## config.mk

```make
export PLATFORM = sky130hd
export DESIGN_NAME = dly_code_reg
export DESIGN_NICKNAME = d
export VERILOG_FILES = /design/src/rtl/dly_pkg.sv /design/src/rtl/dly_edge_det.sv /design/src/rtl/dly_ctrl.sv /design/src/rtl/dly_unit_cell.sv /design/src/rtl/dly_code_reg.sv
export SDC_FILE = /design/constraint.sdc
export NUM_CORES = 1
export LEC_CHECK = 0
export ABC_AREA = 1
export CAP_MARGIN = 20
export CORE_MARGIN = 8
export CORE_UTILIZATION = 31
export CTS_BUF_LIST = sky130_fd_sc_hd__clkbuf_8 sky130_fd_sc_hd__clkbuf_16
export DETAILED_ROUTE_END_ITERATION = 6
export HOLD_SLACK_MARGIN = 0.06
export PLACE_DENSITY = 0.52
export RECOVER_POWER = 25
export SYNTH_ARGS = -nofsm -noshare
export SYNTH_HDL_FRONTEND = slang
export SYNTH_SLANG_ARGS = --single-unit
```

## constraint.sdc

```tcl
create_clock -name clk -period 1.4 [get_ports clk]
set_clock_uncertainty 0.15 [all_clocks]
set_input_delay 0.42 -clock clk [delete_from_list [all_inputs] [get_ports clk]]
set_output_delay 0.42 -clock clk [all_outputs]
set_load 0.01 [all_outputs]
```

## src/rtl/dly_pkg.sv

```systemverilog
package dly_pkg;

  typedef enum logic {
    MODE_SERIAL   = 1'b0,
    MODE_PARALLEL = 1'b1
  } dly_mode_e;

  // Per-cycle control events shared by every code unit
  typedef struct packed {
    logic access;     // serial window open
    logic shift_evt;  // serial clock rise inside the window
    logic commit;     // enable fell while in serial mode
    logic par_load;   // parallel bus taken this edge
  } dly_ctrl_t;

  function automatic logic serial_window(dly_mode_e mode, logic en);
    return (mode == MODE_SERIAL) && en;
  endfunction

endpackage

```

## src/rtl/dly_edge_det.sv

```systemverilog
module dly_edge_det #(
  parameter bit FALLING = 1'b0
) (
  input  logic clk,
  input  logic rst,
  input  logic level,
  output logic edge_o
);
  logic prev_q;

  always_ff @(posedge clk) begin
    if (rst) prev_q <= 1'b0;
    else     prev_q <= level;
  end

  generate
    if (FALLING) begin : g_fall
      assign edge_o = ~level & prev_q;
    end else begin : g_rise
      assign edge_o = level & ~prev_q;
    end
  endgenerate
endmodule

```

## src/rtl/dly_ctrl.sv

```systemverilog
module dly_ctrl
  import dly_pkg::*;
(
  input  logic      clk,
  input  logic      rst,
  input  logic      mode_sel,
  input  logic      enable,
  input  logic      sclk,
  output dly_ctrl_t ctrl
);
  dly_mode_e mode;
  logic      sck_rise;
  logic      en_fall;

  assign mode = dly_mode_e'(mode_sel);

  dly_edge_det #(.FALLING(1'b0)) u_sck (
    .clk(clk), .rst(rst), .level(sclk), .edge_o(sck_rise));

  dly_edge_det #(.FALLING(1'b1)) u_en (
    .clk(clk), .rst(rst), .level(enable), .edge_o(en_fall));

  always_comb begin
    ctrl.access    = serial_window(mode, enable);
    ctrl.shift_evt = ctrl.access & sck_rise;
    ctrl.commit    = en_fall & (mode == MODE_SERIAL);
    ctrl.par_load  = (mode == MODE_PARALLEL) & enable;
  end

  // a shift, a commit and a parallel load never coincide
  p_one_event_r10: assert property (@(posedge clk) disable iff (rst)
    $onehot0({ctrl.shift_evt, ctrl.commit, ctrl.par_load}));
endmodule

```

## src/rtl/dly_unit_cell.sv

```systemverilog
module dly_unit_cell
  import dly_pkg::*;
#(
  parameter int CODE_W = 8
) (
  input  logic              clk,
  input  logic              rst,
  input  dly_ctrl_t         ctrl,
  input  logic [CODE_W-1:0] par_in,
  input  logic              ser_in,
  output logic [CODE_W-1:0] code_o,
  output logic              ser_o
);
  localparam int MSB = CODE_W - 1;

  logic [CODE_W-1:0] code_q, code_d;
  logic [CODE_W-1:0] shift_q, shift_d;
  logic              hold_q;

  function automatic logic [CODE_W-1:0] shift_msb_first(
    logic [CODE_W-1:0] cur, logic b);
    return {cur[CODE_W-2:0], b};
  endfunction

  always_comb begin
    code_d = code_q;
    if (ctrl.par_load)    code_d = par_in;
    else if (ctrl.commit) code_d = shift_q;
  end

  always_comb begin
    if (ctrl.shift_evt)   shift_d = shift_msb_first(shift_q, ser_in);
    else if (ctrl.access) shift_d = shift_q;
    else                  shift_d = code_d;
  end

  always_ff @(posedge clk) begin
    if (rst) begin
      code_q  <= '0;
      shift_q <= '0;
      hold_q  <= 1'b0;
    end else begin
      code_q  <= code_d;
      shift_q <= shift_d;
      if (ctrl.access) hold_q <= shift_d[MSB];
    end
  end

  assign code_o = code_q;
  assign ser_o  = ctrl.access ? shift_q[MSB] : hold_q;

  p_load_r2: assert property (@(posedge clk) disable iff (rst)
    ctrl.par_load |=> (code_q == $past(par_in)));

  p_hold_code_r3: assert property (@(posedge clk) disable iff (rst)
    (!ctrl.par_load && !ctrl.commit) |=> $stable(code_q));

  p_shift_r5: assert property (@(posedge clk) disable iff (rst)
    ctrl.shift_evt |=> (shift_q == {$past(shift_q[CODE_W-2:0]), $past(ser_in)}));

  p_frozen_r6: assert property (@(posedge clk) disable iff (rst)
    ctrl.access |=> $stable(code_q));

  p_commit_r7: assert property (@(posedge clk) disable iff (rst)
    ctrl.commit |=> (code_q == $past(shift_q)));

  p_sout_hold_r9: assert property (@(posedge clk) disable iff (rst)
    (!ctrl.access && !$past(ctrl.access)) |-> $stable(ser_o));
endmodule

```

## src/rtl/dly_code_reg.sv

```systemverilog
module dly_code_reg
  import dly_pkg::*;
#(
  parameter int CODE_W    = 8,
  parameter int NUM_UNITS = 2
) (
  input  logic                        clk,
  input  logic                        rst,
  input  logic                        mode_sel,
  input  logic                        enable,
  input  logic                        sclk,
  input  logic                        sin,
  input  logic [CODE_W*NUM_UNITS-1:0] pbus,
  output logic [CODE_W*NUM_UNITS-1:0] code,
  output logic                        sout
);
  localparam int BUS_W = CODE_W * NUM_UNITS;

  dly_ctrl_t            ctrl;
  logic [NUM_UNITS:0]   link;   // serial chain, link[0] is the host input
  logic [BUS_W-1:0]     code_w;

  dly_ctrl u_ctrl (
    .clk(clk), .rst(rst), .mode_sel(mode_sel), .enable(enable),
    .sclk(sclk), .ctrl(ctrl));

  assign link[0] = sin;

  generate
    for (genvar u = 0; u < NUM_UNITS; u++) begin : g_unit
      dly_unit_cell #(.CODE_W(CODE_W)) u_cell (
        .clk   (clk),
        .rst   (rst),
        .ctrl  (ctrl),
        .par_in(pbus[u*CODE_W +: CODE_W]),
        .ser_in(link[u]),
        .code_o(code_w[u*CODE_W +: CODE_W]),
        .ser_o (link[u+1]));
    end
  endgenerate

  assign code = code_w;
  assign sout = link[NUM_UNITS];

  p_reset_r1: assert property (@(posedge clk)
    rst |=> (code == '0 && (!enable || mode_sel || !sout)));
endmodule

```

; ---- After elaboration in Yosys (flattened, before gate mapping)
; Index checks and enable logic that the tools add are counted.
; W data, S select, Z words.
[op_classes]
eq_ne = 1
mux = 10
reduce_logical = 1
n_bitwise = 8
[ops]
columns = op, n
row1 = $mux W8, 8
row2 = $and A1 B1 Y1, 5
row3 = $not A1 Y1, 3
row4 = $mux W1, 2
row5 = $ne A2 B2 Y1 const B, 1
row6 = $logic_and A1 B1 Y1, 1
[totals]
output_inout_bits = 17
word_cells = 30
reg_bits = 36

; ---- Depth between registers and ports, before layout
; Gate-level depths: netlist of run 1.
[depth]
word_depth = 7
depth_mapped = 9

; ---- Hierarchy
; From an unflattened synthesis of run 1, not the netlist that was laid out.
[hier_totals]
cells_unflattened = 268
area_unflattened_um2 = 1776.7
[by_module_without_submodules]
columns = mod, area_each_um2, n_inst, cells_per_inst
row1 = dly_unit_cell, 834.6, 2, 125
row2 = dly_ctrl, 38.8, 1, 9
row3 = dly_edge_det (u_ctrl.u_en), 37.5, 1, 5
row4 = dly_edge_det (u_ctrl.u_sck), 31.3, 1, 4

; ---- Least setup slack after synthesis of run 1
; No wires, ideal clock.
[synth_timing]
kind = input port to output port
from = input port mode_sel
to = output port sout
cell_stages = 6
arrival_ns = 0.971
t_required_ns = 0.830
path_slack_ns = -0.141
n_path_buf = 2
path_cell_list = buf_4 > inv_2 > nand2_2 > buf_6 > nand2_1 > nand2_1
[synth_between]
elab_chain_cells = 3
[synth_rtl]
columns = element, line
row1 = "start, declared", dly_code_reg.sv:9  ; input logic mode_sel,
row2 = $not A1 Y1, dly_pkg.sv:17  ; return (mode == MODE_SERIAL) && en;
row3 = $logic_and A1 B1 Y1, dly_pkg.sv:17
row4 = $mux W1, dly_unit_cell.sv:50  ; assign ser_o = ctrl.access ? shift_q[MSB] : hold_q;
row5 = "end, declared", dly_code_reg.sv:15  ; output logic sout
; Every way passes these cells.

; ---- Worst setup path after layout of run 1
[layout_timing]
from = input port enable
to = output port sout
[layout_between]
elab_chain_cells = 2
[layout_rtl]
columns = element, line
row1 = "start, declared", dly_code_reg.sv:10  ; input logic enable,
row2 = $logic_and A1 B1 Y1, dly_pkg.sv:17
row3 = $mux W1, dly_unit_cell.sv:50
; Every way passes these cells.

==> qor.json, run 1 <==
{
  "timing.setup.critical_path_class": "input pin to primary output",
  "final-hold-violation-count": 0,
  "insertedDiodeCount": 0,
  "clock_latency_ns": 0.29,
  "areaGrowthSynthToFinish_pct": 31.9,
  "number_of_iterations_in_the_first_detailed_routing_pass": 7,
  "power_per_cell_area_nw_per_um2": 891,
  "synthesis.area_per_instance_sq_um": 6.54,
  "vdd_ir_drop_max_uv": 340,
  "drive_gt1_share_pct": 18.0,
  "end_kind": "primary output",
  "routed_via_density": 4.63,
  "post-place-cells": 394,
  "nets": 349,
  "num-fill-cells": 612,
  "detail_route.wirelength_um": 5490,
  "cp_data_required_time_ns": 0.83,
  "switching_power_mw": 0.613,
  "remaining_number_of_nets_flagged_by_the_antenna_check_after_routing": 0,
  "start_kind": "input pin",
  "placementRows": 28,
  "top_level_port_count": 39,
  "synth.distinct_cells": 19,
  "cts_tree": "done",
  "clock_sink_count": 35,
  "seqPwrFrac_pct": 49.7,
  "post-dp-hpwl_um": 3910,
  "groute.usage.overall_pct": 13.2,
  "cts_buffer_depth": 2,
  "mappedNetlistArea_sq_um": 1840,
  "count_of_non_filler_cells_in_the_finished_layout": 403,
  "post-route-cell-area_sq_um": 2430,
  "finalSetupViolations": 3,
  "place_area_sq_um": 2380,
  "cts_made_buffers": 5,
  "hold_path.class": "input pin to flip-flop",
  "cts-root-buf": "sky130_fd_sc_hd__clkbuf_8",
  "final_critical_path_setup_slack_ns": -0.0835,
  "leakagePower_nw": 1.13,
  "max_freq_ghz": 0.674,
  "cp.arrival_ns": 0.91,
  "ys.warnings.count": 0,
  "grt_antenna_before_repair": 0,
  "wl_per_cell_um": 13.6,
  "synth_seq_area_share_pct": 38.0,
  "die_area_sq_um": 8670,
  "unrepaired_setup_endpoints_after_global_routing": "true",
  "fp.coreArea_sq_um": 5850,
  "grt_start_max_net_pins": 34,
  "finish.utilization_pct": 41.6,
  "run_status": "finished with violations",
  "worst_pin_slew_ns": 0.263,
  "finalMaxSlewViolations": 0,
  "cp_max_fo": 2,
  "ys_seq_elements": 35,
  "syn_nets": 304,
  "total_via_count_in_the_routed_design": 1866,
  "die-height_um": 93.1,
  "floorplan.initialDensity_pct": 31.5,
  "sw_frac_of_total_pct": 28.3,
  "period_share_pct": 106,
  "drt-initial-drc-count": 110,
  "vias_in_the_first_global_route": 1745,
  "dieWidth_um": 93.1,
  "globalRouteOverflowTotal": 0,
  "violated_checks": "negative setup slack",
  "total_power_mw": 2.17,
  "pwr-share-clk_pct": 32.4,
  "timing.max_slew.rel_slack_pct": 82.4,
  "synthesis.instances": 282,
  "drv.max_cap_violation_count": 0,
  "clk_transition_reported_paths_ns": 0.06,
  "internal_power_mw": 1.55,
  "grt_pass1_wl_um": 8970,
  "buffer_ports.inserted": 38,
  "h-tree-depth": 2,
  "hold-worst-slack_ns": 0.211,
  "period_needed_ns": 1.48,
  "gp_congestion": 0.767,
  "comb_power_share_pct": 17.9,
  "drcViolationCount": 0
}
-- routing by layer --
layer	share of wire, %	vias to the layer above	GRT usage [%]
li1	-	999	-
met1	51	822	17.3
met2	43	39	19.3
met3	5.0	6	3.69
met4	1.7	0	6.71
met5	0	-	0
-- kinds of logic (layout without fill, tap and decap cells) --
family / count (synthesis) / in the layout / synth area share [%]
simple gates: 159 / 159 / 37.9
buf+inv: 46 / 92 / 11.6
compound gates: 42 / 42 / 12.5
flops: 35 / 35 / 38.0
-- power by group through the flow --
stage                     combinational [mW]  clock, mW  sequential [mW]
final                                  0.388      0.703             1.08
after global routing                   0.427      0.790             1.08
after CTS                              0.389      0.734             1.08
after detailed placement               0.395          0             1.10
after global placement                 0.395          0             1.10
after floorplan                        0.205          0             1.10
-- synthesized netlist by cell type, drive strengths merged --
master  instances  share of area [%]
inv            30                6.1
nor2           17                5.4
a31oi          16                5.4
o21ai          10                2.7
dfxtp          35                 38
nand3          49                 13
nand2          93                 19
clkbuf          1               0.20
a21oi          16                4.3
buf            15                5.3
-- what timing repair did --
| item | CTS | global route |
|---|---|---|
| buffers inserted | 1 | 0 |
| pin swaps | 6 | 4 |
| hold buffers | 0 | 0 |
| resized for setup | 93 | 2 |
| setup endpoints to repair | 50 | 17 |
-- registers in the layout, indices dropped and copies added, names as in the netlist --
register               flops
g_unit.u_cell.code_o      16
u_ctrl.u_en.prev_q         1
u_ctrl.u_sck.prev_q        1
g_unit.u_cell.hold_q       1
g_unit.u_cell.shift_q     16
-- layout make-up --
| cell class | instances | area, sq um | share of cell area [%] |
|---|---|---|---|
| inverter | 30 | 115 | 4.73 |
| timing repair buffer | 54 | 475 | 19.5 |
| tap | 75 | 93.8 | 3.86 |
| multi-input combinational | 201 | 962 | 39.6 |
| clock inverter | 3 | 12.5 | 0.514 |
| clock buffer | 5 | 68.8 | 2.83 |
| sequential | 35 | 704 | 29.0 |
-- placed cells by master (no fill, tap or decap) --
master                            count
sky130_fd_sc_hd__a21oi_1             16
sky130_fd_sc_hd__a31oi_1             16
sky130_fd_sc_hd__buf_12               3
sky130_fd_sc_hd__buf_2               16
sky130_fd_sc_hd__buf_4                8
sky130_fd_sc_hd__buf_6                7
sky130_fd_sc_hd__clkbuf_4             1
sky130_fd_sc_hd__clkbuf_8             5
sky130_fd_sc_hd__clkdlybuf4s50_1     18
sky130_fd_sc_hd__clkinv_2             1
sky130_fd_sc_hd__dfxtp_1             32
sky130_fd_sc_hd__dfxtp_2              3
sky130_fd_sc_hd__dlygate4sd2_1        1
sky130_fd_sc_hd__inv_1               29
sky130_fd_sc_hd__inv_2                2
sky130_fd_sc_hd__inv_4                1
sky130_fd_sc_hd__nand2_1             86
sky130_fd_sc_hd__nand2_2              4
sky130_fd_sc_hd__nand2_4              3
sky130_fd_sc_hd__nand3_1             49
sky130_fd_sc_hd__nor2_1              12
sky130_fd_sc_hd__nor2_2               1
sky130_fd_sc_hd__nor2_4               3
sky130_fd_sc_hd__nor2_8               1
sky130_fd_sc_hd__o21ai_0              5
sky130_fd_sc_hd__o21ai_1              5
-- worst max-delay path, cell delays in order --
cell	delay, ns
sky130_fd_sc_hd__buf_6	0.10
sky130_fd_sc_hd__buf_6	0.11
sky130_fd_sc_hd__nand2_4	0.07
sky130_fd_sc_hd__nand2_4	0.06
sky130_fd_sc_hd__nand2_4	0.06
sky130_fd_sc_hd__buf_6	0.09
-- metrics by stage --
stage          TNS [ns]  setup slack (ns)
6_report         -0.122           -0.0835
5_1_grt          -0.740            -0.115
4_1_cts         -0.0875           -0.0839
3_5_place_dp     -25.35            -0.998
3_3_place_gp     -25.16            -0.993
2_1_floorplan   -0.0455           -0.0455
-- worst paths after layout --
kind                                            startpoint                                endpoint  slack [ns]  depth (start not counted)
setup / recovery                                    enable                                    sout       -0.08                          6
hold / removal                                      enable           u_ctrl.u_en.prev_q$_SDFF_PP0_        0.21                          3
setup reg to reg             u_ctrl.u_en.prev_q$_SDFF_PP0_  g_unit[1].u_cell.shift_q[7]$_SDFF_PP0_        0.17                          5
hold reg to reg   g_unit[1].u_cell.shift_q[2]$_SDFFE_PP0P_   g_unit[1].u_cell.code_o[2]$_SDFF_PP0_        0.38                          2
Power figures use the tool's default switching activity.
==> run 2, diff against run 1 <==
SETUP_SLACK_MARGIN = 0.05   (was unset)
==> run 2 against run 1 <==
Global-route usage decreased by 0.94 points. Utilization increased by 10 points. Register-to-register slack got worse by 0.03 ns. Non-clock buffer count increased by 9. Clock-buffer cell count increased by 1. Sequential power about the same. Sequential share of layout area decreased by 5.5 points. The run still ends with negative setup slack left.
==> qor.json, run 2 (synthesis gave the netlist of run 1 again) <==
{
  "worst_pin_slew": {"value": 0.356, "unit": "ns", "change": "+0.0930 ns"},
  "cts_buffer_depth": {"value": 2, "change": "unchanged"},
  "finish.utilization": {"value": 51.9, "unit": "%", "change": "+10 points"},
  "endpoint": "g_unit[1].u_cell.shift_q[5]$_SDFFE_PP0P_",
  "r2r-end": "g_unit[0].u_cell.shift_q[2]$_SDFFE_PP0P_",
  "placementRows": {"value": 28, "change": "unchanged"},
  "grt_start_max_net_pins": {"value": 34, "change": "unchanged"},
  "die-height": {"value": 93.1, "unit": "um", "change": "unchanged"},
  "final-hold-violation-count": {"value": 0, "change": "unchanged"},
  "period_needed": {"value": 1.49, "unit": "ns", "change": "+0.00399 ns"},
  "dieWidth": {"value": 93.1, "unit": "um", "change": "unchanged"},
  "die_area": {"value": 8670, "unit": "sq um", "change": "unchanged"},
  "cts_tree": "done",
  "floorplan.initialDensity": {"value": 31.5, "unit": "%", "change": "unchanged"},
  "globalRouteOverflowTotal": {"value": 0, "change": "unchanged"},
  "drt-initial-drc-count": {"value": 80, "change": "-27%"},
  "drv.max_cap_violation_count": {"value": 0, "change": "unchanged"},
  "insertedDiodeCount": {"value": 0, "change": "unchanged"},
  "grt_pass1_wl": {"value": 8550, "unit": "um", "change": "-4.7%"},
  "seq_area": {"value": 711, "unit": "sq um", "change": "+0.89%"},
  "remaining_number_of_nets_flagged_by_the_antenna_check_after_routing": {"value": 0, "change": "unchanged"},
  "cp.arrival": {"value": 1.52, "unit": "ns", "change": "+0.61 ns"},
  "clock_sink_count": {"value": 35, "change": "unchanged"},
  "commonest_non_fill_non_tap_cell_in_the_layout": "sky130_fd_sc_hd__nand2_1",
  "post-dp-hpwl": {"value": 3950, "unit": "um", "change": "+1.2%"},
  "total_via_count_in_the_routed_design": {"value": 1993, "change": "+6.8%"},
  "vias_in_the_first_global_route": {"value": 1688, "change": "-3.3%"},
  "groute.usage.overall": {"value": 12.3, "unit": "%", "change": "-0.94 points"},
  "nets": {"value": 358, "change": "+2.6%"},
  "cp_data_required_time": {"value": 1.43, "unit": "ns", "change": "+0.60 ns"},
  "end_kind": "flip-flop",
  "timing.setup.critical_path_class": "input pin to flip-flop",
  "finalSetupViolations": {"value": 23, "change": "+20"},
  "buffer_ports.inserted": {"value": 38, "change": "unchanged"},
  "detailroute.wirelength.met3": {"value": 369, "unit": "um", "change": "+36%"},
  "max_freq": {"value": 0.672, "unit": "GHz", "change": "-0.27%"},
  "finalMaxSlewViolations": {"value": 0, "change": "unchanged"},
  "start_kind": "input pin",
  "fp.coreArea": {"value": 5850, "unit": "sq um", "change": "unchanged"},
  "number_of_iterations_in_the_first_detailed_routing_pass": {"value": 4, "change": "-3"},
  "wl_per_cell": {"value": 14.5, "unit": "um", "change": "+6.6%"},
  "top_level_port_count": {"value": 39, "change": "unchanged"},
  "worst_r2r_path_depth": {"value": 5, "change": "unchanged"},
  "areaGrowthSynthToFinish_pct": 64.5,
  "final_critical_path_setup_slack": {"value": -0.0875, "unit": "ns", "change": "-0.00399 ns"},
  "met1Wirelength": {"value": 2730, "unit": "um", "change": "-1.7%"},
  "unrepaired_setup_endpoints_after_global_routing": "true",
  "r2r-start": "u_ctrl.u_en.prev_q$_SDFF_PP0_",
  "violated_checks": "negative setup slack",
  "clk_transition_reported_paths": {"value": 0.07, "unit": "ns", "change": "about the same"},
  "maxUsedRoutingLayer": "met4",
  "wl_met2": {"value": 2810, "unit": "um", "change": "+20%"},
  "period_share": {"value": 106, "unit": "%", "change": "+0.29 points"},
  "vdd_ir_drop_max": {"value": 367, "unit": "uV", "change": "+8.1%"},
  "hold_path.class": "input pin to flip-flop",
  "cts_made_buffers": {"value": 5, "change": "unchanged"},
  "regToRegSetupSlack": {"value": 0.14, "unit": "ns", "change": "-0.03 ns"},
  "most-common-layout-cells": "sky130_fd_sc_hd__nand2_1 (63), sky130_fd_sc_hd__nand3_2 (36), sky130_fd_sc_hd__inv_1 (27), sky130_fd_sc_hd__dfxtp_1 (27), sky130_fd_sc_hd__nand2_4 (20)",
  "dpl_ws": {"value": -1.05, "unit": "ns", "change": "-0.0481 ns"},
  "gp_congestion": {"value": 0.769, "change": "+0.26%"},
  "hold-worst-slack": {"value": 0.210, "unit": "ns", "change": "-0.000826 ns"},
  "run_status": "finished with violations",
  "grt_antenna_before_repair": {"value": 0, "change": "unchanged"},
  "multi_input_comb_area": {"value": 1350, "unit": "sq um", "change": "+40%"},
  "drcViolationCount": {"value": 0, "change": "unchanged"},
  "detail_route.wirelength": {"value": 5990, "unit": "um", "change": "+9.0%"},
  "leakagePower": {"value": 1.37, "unit": "nW", "change": "+22%"},
  "h-tree-depth": {"value": 2, "change": "unchanged"},
  "power_per_cell_area": {"value": 844, "unit": "nW/um^2", "change": "-5.2%"},
  "num-fill-cells": {"value": 579, "change": "-5.4%"},
  "drive_gt1_share": {"value": 42.1, "unit": "%", "change": "+24 points"},
  "final.setup.tns": {"value": -1.09, "unit": "ns", "change": "-0.969 ns"},
  "timing.max_slew.rel_slack": {"value": 76.3, "unit": "%", "change": "-6.2 points"},
  "clock_latency": {"value": 0.29, "unit": "ns", "change": "about the same"},
  "critPathLaunch": "enable",
  "routed_via_density": {"value": 4.84, "change": "+4.5%"},
  "cp_max_fo": {"value": 6, "change": "+4"},
  "cts-root-buf": "sky130_fd_sc_hd__clkbuf_8"
}
==> run 2: cell type report <==
class                      instances  share of cell area, %
multi-input combinational        201                   44.5
sequential                        35                   23.4
timing repair buffer              63                   21.4
inverter                          30                   3.71
tap                               75                   3.09
clock buffer                       6                   2.72
clock inverter                     2                   1.15
==> run 2: what timing repair did <==
| action | CTS | global route |
|---|---|---|
| hold buffers | 0 | 0 |
| endpoints found under the setup margin | 50 | 31 |
| buffers inserted | 1 | 6 |
| endpoints found under the hold margin | 0 | 0 |
| pin swaps | 6 | 27 |
| gates resized for setup | 97 | 108 |
| gates cloned | 0 | 2 |
==> run 2: how the worst min path moves through the flow <==
stage / cells past startpoint / slack (ns) / to / startpoint
floorplan: 2 / 0.35 / g_unit[1].u_cell.code_o[0]$_SDFF_PP0_ / g_unit[1].u_cell.shift_q[0]$_SDFFE_PP0P_
global placement: 2 / 0.38 / g_unit[0].u_cell.code_o[0]$_SDFF_PP0_ / g_unit[0].u_cell.shift_q[0]$_SDFFE_PP0P_
detailed placement: 2 / 0.38 / g_unit[0].u_cell.code_o[0]$_SDFF_PP0_ / g_unit[0].u_cell.shift_q[0]$_SDFFE_PP0P_
CTS: 3 / 0.20 / u_ctrl.u_en.prev_q$_SDFF_PP0_ / enable
global route: 3 / 0.23 / u_ctrl.u_en.prev_q$_SDFF_PP0_ / enable
finish: 3 / 0.21 / u_ctrl.u_en.prev_q$_SDFF_PP0_ / enable
==> run 2: layer usage <==
layer  track usage (%)  vias to the layer above
met5                 0                        -
met4              4.56                        0
met3              3.61                        6
met2              18.2                       43
met1              16.4                      924
li1                  -                     1020
==> run 2: power breakdown <==
| part | internal, mW | total, mW | switching, mW |
|---|---|---|---|
| Combinational | 0.240 | 0.521 | 0.281 |
| Sequential | 1.05 | 1.08 | 0.0321 |
| Clock | 0.577 | 0.961 | 0.384 |
==> run 2: worst max-delay path: stages <==
cell                        delay, ns
sky130_fd_sc_hd__buf_8           0.10
sky130_fd_sc_hd__buf_6           0.12
sky130_fd_sc_hd__buf_12          0.12
sky130_fd_sc_hd__nor2_4          0.21
sky130_fd_sc_hd__nand2_4         0.11
sky130_fd_sc_hd__clkbuf_16       0.19
sky130_fd_sc_hd__nand2_4         0.07
sky130_fd_sc_hd__nand3_2         0.07
sky130_fd_sc_hd__nand3_2         0.06
sky130_fd_sc_hd__nand2_1         0.05
==> run 2: stage by stage <==
| step | power (mW) | instances | cell area, sq um |
|---|---|---|---|
| global placement | 1.50 | 395 | 2390 |
| CTS | 2.44 | 404 | 2480 |
| finish | 2.56 | 412 | 3030 |
| detailed placement | 1.49 | 395 | 2390 |
| global route | 2.66 | 412 | 3030 |
| floorplan | 1.31 | 282 | 1870 |
==> run 3, diff against run 2 <==
MAX_ROUTING_LAYER = met4   (was unset)
SETUP_SLACK_MARGIN = 0.15   (was 0.05)
==> run 3 against run 2 <==
Sequential cell count unchanged. Non-clock buffer count up 3. Clock-buffer cell count shrank 1. Setup slack improved by 0.0090 ns. First-iteration DRC count grew 54%. The run still ends with negative setup slack left. Critical path depth fell by 5. Final cell count increased by 0.24%. Register-to-register slack got worse by 0.06 ns. Utilization is 6.5 points higher. Highest routed layer unchanged. Sequential share of layout area down 2.3 points. Die area is the same.
==> qor.json, run 3 (synthesis gave the netlist of run 1 again) <==
{
  "place_area": {"value": 2540, "unit": "sq um", "change": "+6.4%"},
  "most-common-layout-cells": "sky130_fd_sc_hd__nand2_1 (53), sky130_fd_sc_hd__nand3_2 (33), sky130_fd_sc_hd__inv_1 (28)",
  "clock_latency": {"value": 0.28, "unit": "ns", "change": "about the same"},
  "run_status": "finished with violations",
  "globalRouteOverflowTotal": {"value": 0, "change": "unchanged"},
  "insertedDiodeCount": {"value": 0, "change": "unchanged"},
  "crit_path_top_delay_cell": "sky130_fd_sc_hd__nor2_4",
  "cts_buffer_depth": {"value": 2, "change": "unchanged"},
  "nets": {"value": 361, "change": "+0.84%"},
  "drcViolationCount": {"value": 0, "change": "unchanged"},
  "finalMaxSlewViolations": {"value": 0, "change": "unchanged"},
  "vdd_ir_drop_max": {"value": 420, "unit": "uV", "change": "+14%"},
  "power_per_cell_area": {"value": 704, "unit": "nW/um^2", "change": "-17%"},
  "cts_tree": "done",
  "drt-initial-drc-count": {"value": 123, "change": "+54%"},
  "gp_congestion": {"value": 0.778, "change": "+1.1%"},
  "placementRows": {"value": 28, "change": "unchanged"},
  "grt_start_max_net_pins": {"value": 24, "change": "-29%"},
  "cts-root-buf": "sky130_fd_sc_hd__clkbuf_8",
  "path_cells": "buf_6, nor2_4, nand2_2, nand2_4, buf_6",
  "top_level_port_count": {"value": 39, "change": "unchanged"},
  "grt_antenna_before_repair": {"value": 0, "change": "unchanged"},
  "cp_common_cell": "sky130_fd_sc_hd__buf_6",
  "violated_checks": "negative setup slack",
  "die-height": {"value": 93.1, "unit": "um", "change": "unchanged"},
  "buffer_ports.inserted": {"value": 38, "change": "unchanged"},
  "total_via_count_in_the_routed_design": {"value": 2037, "change": "+2.2%"},
  "finalSetupViolations": {"value": 5, "change": "-78%"},
  "worst_path_max_stage_delay": {"value": 0.12, "unit": "ns", "change": "-0.09 ns"},
  "max_freq": {"value": 0.676, "unit": "GHz", "change": "+0.61%"},
  "areaGrowthSynthToFinish_pct": 85.1,
  "timing.max_slew.rel_slack": {"value": 63.5, "unit": "%", "change": "-13 points"},
  "final_critical_path_setup_slack": {"value": -0.0785, "unit": "ns", "change": "+0.00896 ns"},
  "clock_sink_count": {"value": 35, "change": "unchanged"},
  "post-route-cell-area": {"value": 3410, "unit": "sq um", "change": "+13%"},
  "post-dp-hpwl": {"value": 3920, "unit": "um", "change": "-1.0%"},
  "clk_transition_reported_paths": {"value": 0.07, "unit": "ns", "change": "about the same"},
  "cp_max_fo": {"value": 4, "change": "-2"},
  "final-hold-violation-count": {"value": 0, "change": "unchanged"},
  "end_kind": "primary output",
  "fp.coreArea": {"value": 5850, "unit": "sq um", "change": "unchanged"},
  "timing.setup.critical_path_class": "input pin to primary output",
  "num-fill-cells": {"value": 532, "change": "-8.1%"},
  "period_share": {"value": 106, "unit": "%", "change": "-0.64 points"},
  "number_of_iterations_in_the_first_detailed_routing_pass": {"value": 4, "change": "unchanged"},
  "h-tree-depth": {"value": 2, "change": "unchanged"},
  "cts_made_buffers": {"value": 5, "change": "unchanged"},
  "routed_via_density": {"value": 4.93, "change": "+2.0%"},
  "cp_data_required_time": {"value": 0.83, "unit": "ns", "change": "-0.60 ns"},
  "unrepaired_setup_endpoints_after_global_routing": "true",
  "cp.arrival": {"value": 0.91, "unit": "ns", "change": "-0.61 ns"},
  "floorplan.initialDensity": {"value": 31.5, "unit": "%", "change": "unchanged"},
  "drv.max_cap_violation_count": {"value": 0, "change": "unchanged"},
  "drive_gt1_share": {"value": 53.8, "unit": "%", "change": "+12 points"},
  "die_area": {"value": 8670, "unit": "sq um", "change": "unchanged"},
  "dieWidth": {"value": 93.1, "unit": "um", "change": "unchanged"},
  "hold_path.class": "input pin to flip-flop",
  "vias_in_the_first_global_route": {"value": 1962, "change": "+16%"},
  "groute.usage.overall": {"value": 14.7, "unit": "%", "change": "+2.4 points"},
  "finish.utilization": {"value": 58.4, "unit": "%", "change": "+6.5 points"},
  "detail_route.wirelength": {"value": 6220, "unit": "um", "change": "+3.9%"},
  "grt_pass1_wl": {"value": 9900, "unit": "um", "change": "+16%"},
  "period_needed": {"value": 1.48, "unit": "ns", "change": "-0.00896 ns"},
  "commonest_non_fill_non_tap_cell_in_the_layout": "sky130_fd_sc_hd__nand2_1",
  "regToRegSetupSlack": {"value": 0.08, "unit": "ns", "change": "-0.06 ns"},
  "worst_pin_slew": {"value": 0.547, "unit": "ns", "change": "+0.191 ns"},
  "remaining_number_of_nets_flagged_by_the_antenna_check_after_routing": {"value": 0, "change": "unchanged"},
  "start_kind": "input pin",
  "wl_per_cell": {"value": 15.1, "unit": "um", "change": "+3.7%"},
  "leakagePower": {"value": 1.45, "unit": "nW", "change": "+5.7%"}
}
[run 3: cell count changes in the layout (fill, tap and decap cells not counted), moves of 9 or more]
cell,previous run,this run
sky130_fd_sc_hd__nand3_1,13,3
sky130_fd_sc_hd__a21oi_1,9,0
sky130_fd_sc_hd__nand2_1,63,53
sky130_fd_sc_hd__nand3_4,0,13
sky130_fd_sc_hd__buf_6,13,22
sky130_fd_sc_hd__buf_2,12,0
[run 3: path summary, 6_finish.rpt]
path	end	from	cells after the start
worst max-delay path	sout	mode_sel	5
worst max register to register	g_unit[0].u_cell.shift_q[6]$_SDFFE_PP0P_	u_ctrl.u_en.prev_q$_SDFF_PP0_	5
worst min register to register	g_unit[1].u_cell.code_o[1]$_SDFF_PP0_	g_unit[1].u_cell.shift_q[1]$_SDFFE_PP0P_	2
worst min-delay path	u_ctrl.u_en.prev_q$_SDFF_PP0_	enable	3
[run 3: layout make-up]
class / count / area, sq um / share of cell area [%]
multi-input cells: 201 / 1630 / 47.8
inverters: 30 / 113 / 3.30
clock inverters: 1 / 3.75 / 0.110
flip-flops and latches: 35 / 721 / 21.1
clock buffers: 5 / 68.8 / 2.02
repair buffers: 66 / 782 / 22.9
well taps: 75 / 93.8 / 2.75
[run 3: per-layer routing]
metal,vias to the layer above,share of wire [%],track usage (%),wire length (um)
met5,-,0,-,0
met2,30,48,22.3,2980
met3,4,3.6,2.72,227
li1,1034,-,-,-
met4,0,1.3,5.50,81
met1,969,47,19.0,2930
[run 3: repair_timing]
action	4_1_cts	5_1_grt
pin swaps	30	17
cloned	2	0
hold buffers	0	0
setup endpoints to repair	50	52
setup buffers	5	2
gates resized for setup	219	32
[run 3: through the flow]
step | hold slack (ns) | instances | setup TNS, ns | worst slack [ns] | power, mW
final | 0.206 | 413 | -0.117 | -0.0785 | 2.40
after global routing | 0.221 | 413 | -0.715 | -0.101 | 2.52
after CTS | 0.202 | 411 | -0.0951 | -0.0861 | 2.37
after detailed placement | 0.375 | 398 | -27.61 | -1.01 | 1.53
after global placement | 0.374 | 398 | -27.43 | -0.998 | 1.53
after floorplan | 0.352 | 282 | -0.0451 | -0.0451 | 1.34
[run 3: critical path: cells and delay by family]
family,cells,cell delay (ns)
buffers and inverters,2,0.21
AND/OR/NAND/NOR,3,0.28
[run 3: report_power, final]
part / leakage, nW / internal, mW / switching [mW]
Sequential: 0.293 / 1.05 / 0.0468
Combinational: 1.12 / 0.291 / 0.332
Clock: 0.0413 / 0.325 / 0.358
Total: 1.45 / 1.67 / 0.737
